[src/rtl/gamma_table_loader.sv]
module gamma_table_loader #(
  parameter int LEVELS = 11,
  parameter int LVL_W = 4,
  parameter int REC_LEN = 23,
  parameter logic [7:0] GAMMA_CMD = 8'hFA,
  parameter logic [7:0] LATCH_ARG = 8'h01
) (
  input  logic             clk,
  input  logic             rst_n,
  input  logic             req_valid,
  input  logic [LVL_W-1:0] req_level,
  output logic             out_valid,
  output logic [7:0]       out_data,
  output logic             out_first,
  input  logic             out_ready,
  input  logic             wr_err,
  output logic             done,
  output logic             error,
  output logic             busy,
  output logic [LVL_W-1:0] active_level
);
  localparam int MAXLVL = LEVELS - 1;
  localparam int IDX_W = $clog2(REC_LEN);
  localparam logic [LVL_W-1:0] MAX_L = LVL_W'(MAXLVL);
  localparam logic [IDX_W-1:0] LAST_IDX = IDX_W'(REC_LEN - 1);

  typedef enum logic [1:0] {S_IDLE, S_GAMMA, S_LATCH} state_t;

  state_t           state;
  logic [IDX_W-1:0] idx;
  logic [LVL_W-1:0] lvl, pend_lvl, act_q;
  logic             pend_v, done_q, err_q;

  function automatic logic [7:0] rom_byte(input logic [LVL_W-1:0] l, input logic [IDX_W-1:0] i);
    case (i)
      IDX_W'(0): rom_byte = GAMMA_CMD;
      IDX_W'(1): rom_byte = 8'h00;
      IDX_W'(2): rom_byte = 8'h18;
      IDX_W'(3): rom_byte = 8'h08;
      IDX_W'(4): rom_byte = 8'h24;
      default:   rom_byte = 8'(32'h40 + 4 * int'(i) + 3 * int'(l));
    endcase
  endfunction

  wire [LVL_W-1:0] req_clamped = (req_level > MAX_L) ? MAX_L : req_level;
  wire fire = out_valid && out_ready;
  wire last = (state == S_GAMMA && idx == LAST_IDX) ||
              (state == S_LATCH && idx == IDX_W'(1));

  assign out_valid = (state != S_IDLE);
  assign busy = out_valid;
  assign out_first = out_valid && (idx == '0);
  assign out_data = (state == S_LATCH) ? ((idx == '0) ? GAMMA_CMD : LATCH_ARG)
                                       : rom_byte(lvl, idx);
  assign done = done_q;
  assign error = err_q;
  assign active_level = act_q;

  always_ff @(posedge clk) begin
    if (!rst_n) begin
      state <= S_IDLE;
      idx <= '0;
      lvl <= '0;
      pend_v <= 1'b0;
      pend_lvl <= '0;
      done_q <= 1'b0;
      err_q <= 1'b0;
      act_q <= MAX_L;
    end else begin
      done_q <= 1'b0;
      err_q <= 1'b0;
      if (state == S_IDLE) begin
        if (pend_v) begin
          state <= S_GAMMA;
          idx <= '0;
          lvl <= pend_lvl;
          pend_v <= 1'b0;
        end
      end else if (fire) begin
        if (wr_err) begin
          state <= S_IDLE;
          err_q <= 1'b1;
        end else if (last) begin
          idx <= '0;
          if (state == S_GAMMA) begin
            state <= S_LATCH;
          end else begin
            state <= S_IDLE;
            done_q <= 1'b1;
            act_q <= lvl;
          end
        end else begin
          idx <= idx + 1'b1;
        end
      end
      if (req_valid) begin
        pend_v <= 1'b1;
        pend_lvl <= req_clamped;
      end
    end
  end


  stall_hold_chk: assert property (@(posedge clk) disable iff (!rst_n)
    out_valid && !out_ready |=> out_valid && $stable(out_data) && $stable(out_first));

  start_cmd_chk: assert property (@(posedge clk) disable iff (!rst_n)
    $rose(out_valid) |-> out_first && out_data == GAMMA_CMD);

  done_after_latch_chk: assert property (@(posedge clk) disable iff (!rst_n)
    done |-> $past(fire) && $past(out_data) == LATCH_ARG && !$past(wr_err));

  error_cause_chk: assert property (@(posedge clk) disable iff (!rst_n)
    error |-> $past(fire && wr_err) && !out_valid && !done);

  level_range_chk: assert property (@(posedge clk) disable iff (!rst_n)
    active_level <= MAX_L);
endmodule

[config.mk]
export PLATFORM = sky130hd
export DESIGN_NAME = gamma_table_loader
export DESIGN_NICKNAME = d
export VERILOG_FILES = /design/src/rtl/gamma_table_loader.sv
export SDC_FILE = /design/constraint.sdc
export NUM_CORES = 1
export LEC_CHECK = 0
export ABC_AREA = 0
export BUFFER_PORTS_ARGS = -buffer_cell sky130_fd_sc_hd__buf_2
export CAP_MARGIN = 20
export CORE_MARGIN = 5
export CORE_UTILIZATION = 49
export CTS_CLUSTER_DIAMETER = 40
export DETAILED_ROUTE_END_ITERATION = 10
export GPL_TIMING_DRIVEN = 0
export PLACE_DENSITY = 0.74
export SYNTH_ARGS = -nofsm -noshare
export SYNTH_HDL_FRONTEND = slang
export SYNTH_SLANG_ARGS = --single-unit
[constraint.sdc]
create_clock -name clk -period 2.6 [get_ports clk]
set_input_delay 0.26 -clock clk [delete_from_list [all_inputs] [get_ports clk]]
set_output_delay 0.26 -clock clk [all_outputs]
set_load 0.03 [all_outputs]
==> results of run 1 <==
==> area by class of cell <==
type | instances | area (um2) | share of cell area
repair buffers | 32 | 226 | 0.126
inverters | 16 | 62.6 | 0.0347
clock buffers | 3 | 22.5 | 0.0125
plain buffers | 3 | 15.0 | 0.00833
flip-flops and latches | 22 | 450 | 0.250
clock inverters | 1 | 30.0 | 0.0167
well taps | 31 | 38.8 | 0.0215
multi-input cells | 122 | 956 | 0.531
==> placed cells by master, fill, tap and decap left out, types with 2 or more instances in the layout <==
master / count
o21ai_0: 9
a21oi_1: 14
buf_2: 16
clkbuf_1: 2
ha_1: 9
a31oi_1: 2
dfxtp_4: 2
ha_4: 4
buf_4: 10
buf_6: 7
dfxtp_1: 18
dfxtp_2: 2
nand2b_1: 2
xor2_1: 2
inv_2: 4
nor2_1: 14
nor2_2: 2
mux2i_1: 6
nand3_1: 7
fa_1: 2
a21o_1: 2
nand2_1: 12
o21ai_1: 2
inv_1: 11
nand3b_1: 2
or3_1: 4
nor2b_1: 2
clkbuf_4: 3
and2b_1: 2
==> metrics by stage <==
stage	TNS [ns]	hold slack (ns)	setup slack (ns)	instances	utilization
floorplan	-0.0685	0.322	-0.0536	163	-
global placement	-0.249	0.454	-0.134	218	0.571
detailed placement	-0.342	0.464	-0.181	218	0.571
CTS	-1.25	0.181	-0.457	226	0.614
global route	-1.69	0.175	-0.523	230	0.653
finish	-1.20	0.189	-0.399	230	0.653
==> registers in the layout (all words and copies together) (netlist names) <==
name and cells:
idx 5, pend_v 1, active_level 4, lvl 4, error 1, pend_lvl 4, state 2, done 1
==> critical path, cell delays in order, from the launching register on <==
cell	delay, ns
dfxtp_4	0.38
inv_4	0.04
fa_1	0.54
inv_2	0.05
ha_4	0.26
ha_4	0.13
inv_2	0.03
fa_2	0.34
xor2_1	0.16
a21oi_1	0.14
a21oi_1	0.08
nor2_2	0.14
buf_6	0.15
==> power breakdown <==
part           internal (uW)  switching, uW
Clock                    156            104
Sequential               346           11.0
Combinational           77.6            107
==> worst max-delay path by stage <==
stage	startpoint	endpoint	slack (ns)
after floorplan	idx[1]	out_data[7]	-0.05
after detailed placement	lvl[2]	out_data[7]	-0.18
after CTS	lvl[2]	out_data[7]	-0.46
final	idx[1]	out_data[5]	-0.40
after global routing	idx[1]	out_data[7]	-0.52
after global placement	lvl[2]	out_data[7]	-0.13
==> cells by family after synthesis <==
| group | count (synthesis) | share of synthesized area |
|---|---|---|
| adder cells (fa/ha/maj) | 17 | 0.167 |
| AO/OA/AOI/OAI | 40 | 0.190 |
| XOR/XNOR | 3 | 0.0187 |
| flip-flops | 22 | 0.313 |
| multiplexers | 6 | 0.0427 |
| buffers and inverters | 19 | 0.0534 |
| AND/OR/NAND/NOR | 56 | 0.214 |
==> repair_timing <==
item | CTS | global route
setup endpoints to repair | 4 | 8
buffers inserted | 4 | 4
pin swaps | 13 | 13
gates cloned | 0 | 0
resized for setup | 16 | 22
==> layer usage <==
layer,track usage,vias to the layer above,part of all wire
li1,-,631,-
met1,0.210,595,0.44
met2,0.278,37,0.50
met3,0.0178,4,0.049
met4,0.0571,0,0.0090
met5,0,-,0
==> flow_summary.json, run 1 <==
{
  "hpwl_mm": 2.40,
  "core_um2": 2760,
  "wl_per_cell_um": 14.1,
  "fin_area_um2": 1800,
  "synth_area_leader_cell": "dfxtp_1",
  "fmax_mhz": 333,
  "dieArea_um2": 4040,
  "insertion_delay_ns": 0.31,
  "worst_setup_path_end_kind": "primary output",
  "holdBufCountCts": 0,
  "holdPathStages": 2,
  "timing.final.ws_setup_ns": -0.399,
  "clk_pin_slew_worst_paths_ns": 0.12,
  "portBuffers": 24,
  "cp_data_required_time_ns": 2.34,
  "finalNetCount": 226,
  "ff2ff_setup_slack_ns": 0.88,
  "area_growth_pct": 28.1,
  "rsz0062_at_grt": "true",
  "dieHeight_um": 63.6,
  "reg2reg_to": "idx[1]",
  "antenna_found_initial": 0,
  "yosys.area.top_type_share": 0.313,
  "ios": 26,
  "die-width_um": 63.6,
  "final_max_slew_viol_count": 0,
  "synth_common_cells": "dfxtp_1 (22), a21oi_1 (15), inv_1 (15), nor2_1 (15), ha_1 (14)",
  "grt_util_all_layers": 0.163,
  "syn_area_um2": 1410,
  "reg2reg_depth": 6,
  "crit_type": "reg -> out",
  "reg2reg_from": "idx[0]",
  "worstMarginPinSlew_ns": 0.418,
  "holdPathEnd": "active_level[1]",
  "setup_viol": 4,
  "grt_pass1_wl_mm": 5.43,
  "min_period_over_period": 1.15,
  "cts_tree": "done",
  "cp_max_fo": 2,
  "cts_made_buffers": 3,
  "synth.area.top_cells": "dfxtp_1 (31%), ha_1 (12%), a21oi_1 (5.3%)",
  "p_total_uw": 801,
  "drv_cap": 0,
  "nFillCells": 221,
  "grt_pass1_vias": 1228,
  "crit_arrival_ns": 2.74,
  "worstHoldStart": "rst_n",
  "cellLeakagePower_uw": 0.000846,
  "ir_drop_mv": 0.412,
  "drt_first_pass_iters": 4,
  "synth_edf_count": 0,
  "htreeDepth": 1,
  "synth_async_sr_flop_share": 0,
  "num_vias": 1267,
  "p_per_area_nw_per_um2": 445,
  "yosysMostFrequentCell": "dfxtp_1",
  "synth_nets": 189,
  "drtAntennaViolNets": 0,
  "numClockSinks": 22,
  "drive_gt1_frac": 0.337,
  "root_buffer": "clkbuf_4",
  "ys_ff_latch": 22,
  "synth.distinct_cells": 42,
  "grt_start_max_net_pins": 14,
  "outcome": "finished, violations left",
  "via_per_inst": 5.51,
  "drt_iter0_drc": 34,
  "initial_utilization": 0.510,
  "worst_clock_skew_ns": 0.00450,
  "relSlewSlack": 0.722,
  "hold_path.class": "in -> reg",
  "final_hold_viol_count": 0,
  "synth_ff_type": "dfxtp_1",
  "overflow": 0,
  "synth-seq-area-share": 0.313,
  "ys_warn_count": 0,
  "post-route-drc-count": 0,
  "rows": 19,
  "n_antenna_cell": 0,
  "wl_mm": 3.23,
  "placed_area_um2": 1580,
  "postSynthCellCount": 163,
  "cts.path.max_buffers": 2,
  "gp_congestion": 0.822,
  "synth.avg_cell_area_um2": 8.63,
  "post-route-min-period_ns": 3.00,
  "critPathLaunchType": "register",
  "violations": "setup timing"
}
Power figures use the tool's default switching activity.
==> run 2: changes to the inputs <==
==> constraint.sdc (replaced) <==
create_clock -name clk -period 2.7 [get_ports clk]
set_input_delay 0.27 -clock clk [delete_from_list [all_inputs] [get_ports clk]]
set_output_delay 0.27 -clock clk [all_outputs]
set_load 0.03 [all_outputs]
==> flow_summary.json, run 2 (synthesis gave the netlist of run 1 again) <==
{
  "outcome": "finished, violations left",
  "violations": "setup timing",
  "nFillCells": 239,
  "core_um2": 2760,
  "numClockSinks": 22,
  "drtAntennaViolNets": 0,
  "via_per_inst": 5.41,
  "grt_util_all_layers": 0.173,
  "grt_pass1_wl_mm": 5.69,
  "htreeDepth": 1,
  "p_seq_frac": 0.452,
  "portBuffers": 24,
  "regMostFlops": "idx",
  "die-width_um": 63.6,
  "final_cells": 224,
  "holdPathStages": 2,
  "reg2reg_to": "idx[1]",
  "final_max_slew_viol_count": 0,
  "fmax_mhz": 330,
  "cts_made_buffers": 3,
  "worst_clock_skew_ns": 0.00373,
  "hpwl_mm": 2.45,
  "crit_top_cell": "inv_2",
  "dieHeight_um": 63.6,
  "n_antenna_cell": 0,
  "drt_first_pass_iters": 4,
  "power.switching_uw": 214,
  "final_hold_viol_count": 0,
  "relSlewSlack": 0.734,
  "critPathLaunchType": "register",
  "post-route-drc-count": 0,
  "area_growth_pct": 22.9,
  "cp_slowest_cell": "fa_1",
  "cts.path.max_buffers": 2,
  "finalNetCount": 220,
  "dieArea_um2": 4040,
  "clk_pin_slew_worst_paths_ns": 0.12,
  "grt_start_max_net_pins": 14,
  "p_per_area_nw_per_um2": 439,
  "min_period_over_period": 1.12,
  "crit_arrival_ns": 2.76,
  "hold_path.class": "in -> reg",
  "pwr-share-clk": 0.335,
  "rsz0062_at_grt": "true",
  "grt_pass1_vias": 1283,
  "ff2ff_setup_slack_ns": 1.03,
  "rows": 19,
  "wl_mm": 3.17,
  "wl_per_cell_um": 14.1,
  "cts_tree": "done",
  "combPwrFrac": 0.213,
  "worstPathCellList": "inv_2 > fa_1 > inv_2 > ha_4 > ha_4 > inv_2 > fa_2 > nor2b_1 > o21a_1 > o21ai_1 > a21boi_2 > buf_6",
  "holdBufCountCts": 0,
  "worstHoldStart": "rst_n",
  "drt_iter0_drc": 32,
  "worst_path_largest_cell_delay_ns": 0.55,
  "gp_congestion": 0.835,
  "largest_reg_flops": 5,
  "switching_share": 0.282,
  "cp_data_required_time_ns": 2.43,
  "ios": 26,
  "reg2reg_depth": 6,
  "timing.final.ws_setup_ns": -0.334,
  "insertion_delay_ns": 0.31,
  "setup_viol": 3,
  "dp_cells": 218,
  "pre_cts_ws_ns": -0.130,
  "root_buffer": "clkbuf_4",
  "antenna_found_initial": 0,
  "internal_power_uw": 545,
  "num_vias": 1211,
  "overflow": 0,
  "ir_drop_mv": 0.463,
  "worst_setup_path_end_kind": "primary output",
  "mostFrequentLayoutCells": "buf_2 (20), dfxtp_1 (17), nor2_1 (14), a21oi_1 (14), nand2_1 (12)",
  "cp_max_fo": 2,
  "worstMarginPinSlew_ns": 0.400,
  "mostFrequentLayoutCell": "buf_2",
  "drive_gt1_frac": 0.321,
  "drv_cap": 0,
  "crit_type": "reg -> out",
  "cellLeakagePower_uw": 0.000801,
  "post-route-min-period_ns": 3.03,
  "initial_utilization": 0.510,
  "holdPathEnd": "active_level[1]",
  "reg2reg_from": "idx[0]"
}
==> run 2: cell count changes in the layout (fill, tap and decap cells not counted), sizes merged <==
cell,previous run,this run
buf,33,27
==> run 2: cell type report <==
class	instances	area, um2	share of cell area
inverters	16	62.6	0.0362
flip-flops and latches	22	449	0.260
well taps	31	38.8	0.0224
multi-input cells	122	953	0.552
clock inverters	1	30.0	0.0174
plain buffers	3	15.0	0.00869
repair buffers	26	156	0.0905
clock buffers	3	22.5	0.0130
==> run 2: how the worst max path moves through the flow <==
stage / startpoint / cells after the start / to
2_1_floorplan: idx[1] / 11 / out_data[7]
3_3_place_gp: lvl[2] / 12 / out_data[7]
3_5_place_dp: lvl[2] / 12 / out_data[7]
4_1_cts: lvl[2] / 12 / out_data[7]
5_1_grt: lvl[2] / 12 / out_data[7]
6_report: lvl[2] / 12 / out_data[7]
==> run 2: power by group through the flow <==
stage	Clock [uW]	Combinational (uW)	Sequential (uW)
final	254	161	343
after detailed placement	0	146	351
after CTS	257	161	342
after floorplan	0	105	349
after global routing	277	176	345
after global placement	0	140	350
==> run 2: per-layer routing <==
metal | track usage | vias to the layer above | part of all wire
met1 | 0.208 | 561 | 0.44
met2 | 0.312 | 25 | 0.51
li1 | - | 621 | -
met5 | 0 | - | 0
met3 | 0.0302 | 4 | 0.042
met4 | 0.0468 | 0 | 0.011
==> run 2: what timing repair did <==
item                       CTS  global route
setup endpoints to repair    4             7
gates resized for setup     23             3
buffers inserted             2             0
pin swaps                   11             5
==> run 2: through the flow <==
| step | TNS (ns) | cell area, um2 | util | hold slack [ns] | power (uW) |
|---|---|---|---|---|---|
| 2_1_floorplan | 0 | 1410 | - | 0.332 | 453 |
| 3_3_place_gp | -0.0637 | 1570 | 0.570 | 0.454 | 490 |
| 3_5_place_dp | -0.220 | 1570 | 0.570 | 0.460 | 497 |
| 4_1_cts | -0.695 | 1720 | 0.625 | 0.193 | 760 |
| 5_1_grt | -1.10 | 1730 | 0.627 | 0.194 | 797 |
| 6_report | -0.687 | 1730 | 0.627 | 0.193 | 758 |
==> run 2: worst max-delay path: cells and delay by family, from the launching register on <==
| kind | cells | cell delay (ns) |
|---|---|---|
| simple gates | 1 | 0.12 |
| flops | 1 | 0.36 |
| compound gates | 3 | 0.39 |
| buf+inv | 4 | 0.27 |
| fa+ha+maj | 4 | 1.31 |
==> run 3: changes to the inputs <==
--- a/config.mk
+++ b/config.mk
@@ -5,15 +5,16 @@
 export SDC_FILE = /design/constraint.sdc
 export NUM_CORES = 1
 export LEC_CHECK = 0
-export ABC_AREA = 0
+export ABC_AREA = 1
 export BUFFER_PORTS_ARGS = -buffer_cell sky130_fd_sc_hd__buf_2
 export CAP_MARGIN = 20
 export CORE_MARGIN = 5
-export CORE_UTILIZATION = 49
+export CORE_UTILIZATION = 50
 export CTS_CLUSTER_DIAMETER = 40
 export DETAILED_ROUTE_END_ITERATION = 10
 export GPL_TIMING_DRIVEN = 0
-export PLACE_DENSITY = 0.74
+export HOLD_SLACK_MARGIN = 0.02
+export PLACE_DENSITY = 0.75
 export SYNTH_ARGS = -nofsm -noshare
 export SYNTH_HDL_FRONTEND = slang
 export SYNTH_SLANG_ARGS = --single-unit
==> flow_summary.json, run 3 <==
{
  "setup_viol": 3,
  "antenna_found_initial": 0,
  "reg2reg_depth": 11,
  "final_core_util": 0.654,
  "outcome": "finished, violations left",
  "ys_ff_latch": 22,
  "initial_utilization": 0.531,
  "gp_congestion": 0.834,
  "dp_cells": 256,
  "fin_tns_setup_ns": -0.702,
  "die-width_um": 64.8,
  "mostFrequentLayoutCell": "nand2_1",
  "postSynthCellCount": 200,
  "synth_area_leader_cell": "dfxtp_1",
  "dieArea_um2": 4200,
  "post-route-min-period_ns": 2.99,
  "final_max_slew_viol_count": 0,
  "clk_pin_slew_worst_paths_ns": 0.13,
  "crit_type": "reg -> out",
  "worst_setup_path_end_kind": "primary output",
  "min_period_over_period": 1.11,
  "cp_data_required_time_ns": 2.43,
  "num_vias": 1347,
  "n_antenna_cell": 0,
  "cts_tree": "done",
  "drt_iter0_drc": 37,
  "cellLeakagePower_uw": 0.000920,
  "rsz0062_at_grt": "true",
  "ys_warn_count": 0,
  "worst_clock_skew_ns": 0.00470,
  "grt_pass1_vias": 1301,
  "area_growth_pct": 23.2,
  "synth_common_cells": "nand2_1 (31), inv_1 (28), dfxtp_1 (22)",
  "reg2reg_to": "active_level[3]",
  "overflow": 0,
  "htreeDepth": 1,
  "largest_reg_flops": 5,
  "synth-seq-area-share": 0.293,
  "cts_made_buffers": 3,
  "grt_pass1_wl_mm": 5.74,
  "wl_mm": 3.19,
  "wl_per_cell_um": 11.9,
  "holdPathEnd": "pend_lvl[0]",
  "synth.avg_cell_area_um2": 7.51,
  "regMostFlops": "idx",
  "ios": 26,
  "holdPathStages": 2,
  "critPathLaunchType": "register",
  "timing.final.ws_setup_ns": -0.289,
  "ff2ff_setup_slack_ns": 1.16,
  "grt_start_max_net_pins": 14,
  "relSlewSlack": 0.721,
  "rows": 19,
  "core_um2": 2830,
  "finalNetCount": 264,
  "synth_edf_count": 0,
  "post-route-drc-count": 0,
  "synth_ff_type": "dfxtp_1",
  "final_cells": 268,
  "mostFrequentLayoutCells": "nand2_1 (30), inv_1 (22), buf_2 (21)",
  "fmax_mhz": 335,
  "grt_util_all_layers": 0.169,
  "drv_cap": 0,
  "numClockSinks": 22,
  "drive_gt1_frac": 0.338,
  "syn_area_um2": 1500,
  "worstHoldStart": "req_valid",
  "reg2reg_from": "idx[1]",
  "drt_first_pass_iters": 4,
  "synth.distinct_cells": 29,
  "final_hold_viol_count": 0,
  "ir_drop_mv": 0.337,
  "yosysMostFrequentCell": "nand2_1",
  "insertion_delay_ns": 0.31,
  "synth_async_sr_flop_share": 0,
  "drtAntennaViolNets": 0,
  "cts.path.max_buffers": 2,
  "cp_max_fo": 3,
  "root_buffer": "clkbuf_4",
  "violations": "setup timing",
  "via_per_inst": 5.03,
  "yosys.area.top_type_share": 0.293,
  "hpwl_mm": 2.52,
  "worstMarginPinSlew_ns": 0.419,
  "hold_path.class": "in -> reg",
  "p_total_uw": 1020,
  "dieHeight_um": 64.8,
  "crit_arrival_ns": 2.72,
  "synth.area.top_cells": "dfxtp_1 (29%), ha_1 (12%), nand2_1 (7.8%)",
  "portBuffers": 25,
  "synth_nets": 226,
  "p_per_area_nw_per_um2": 551
}
## run 3: cell count changes after synthesis, sizes merged, moves of 2 or more
cell	change
nor2	+10
xor2	+2
nand2	+28
a22oi	-2
o21ai	+3
and2b	-2
a31oi	-3
nand2b	-2
nand3	+10
or3	-4
mux2i	-6
nor2b	-3
inv	+16
a21o	-3
## run 3: power by group
group          internal (uW)  total, uW  switching, uW
sequential               346        366           20.0
combinational            142        398            256
clock                    150        256            106
## run 3: how the worst max path moves through the flow
stage,from,to,slack [ns]
after floorplan,idx[1],out_data[7],-0.02
after global placement,idx[1],out_data[7],-0.21
after detailed placement,idx[1],out_data[7],-0.26
after CTS,lvl[2],out_data[7],-0.31
after global routing,idx[1],out_data[7],-0.43
final,idx[1],out_data[7],-0.29
## run 3: what timing repair did
item                       4_1_cts  5_1_grt
gates resized for setup         17        7
hold buffers                     0        0
pin swaps                        6        6
setup endpoints to repair        4        4
setup buffers                    5        3
## run 3: final cells by class
class	count	area, um2
sequential	22	444
clock inverter	1	30.0
tap	31	38.8
timing repair buffer	33	206
multi-input combinational	143	967
buffer	3	18.8
clock buffer	3	22.5
fill	239	978
inverter	32	123
## run 3: worst max-delay path, stage by stage (launching register included)
cell	delay, ns
dfxtp_2	0.37
inv_4	0.05
fa_1	0.54
inv_2	0.05
ha_4	0.27
ha_4	0.12
inv_2	0.03
fa_2	0.33
nand3b_1	0.18
nand2_2	0.10
xor2_2	0.15
o21ai_2	0.08
buf_6	0.14
## run 3: cell families after synthesis
logic type,count (synthesis),share of synthesized area
simple gates,87,0.300
compound gates,35,0.134
buf+inv,35,0.0925
flops,22,0.293
fa+ha+maj,17,0.157
xor+xnor,4,0.0233
## run 3: stage by stage
step                      setup WS, ns  hold slack, ns  cell area, um2
final                           -0.289           0.210            1850
after global routing            -0.426           0.208            1850
after CTS                       -0.307           0.194            1810
after detailed placement        -0.256           0.446            1670
after global placement          -0.209           0.441            1670
after floorplan                -0.0150           0.364            1510
## run 3: layer usage
layer,vias to the layer above,part of all wire,track usage
li1,717,-,-
met1,601,0.48,0.227
met2,27,0.47,0.289
met3,2,0.046,0.0328
met4,0,0.0041,0.0185
met5,-,0,0
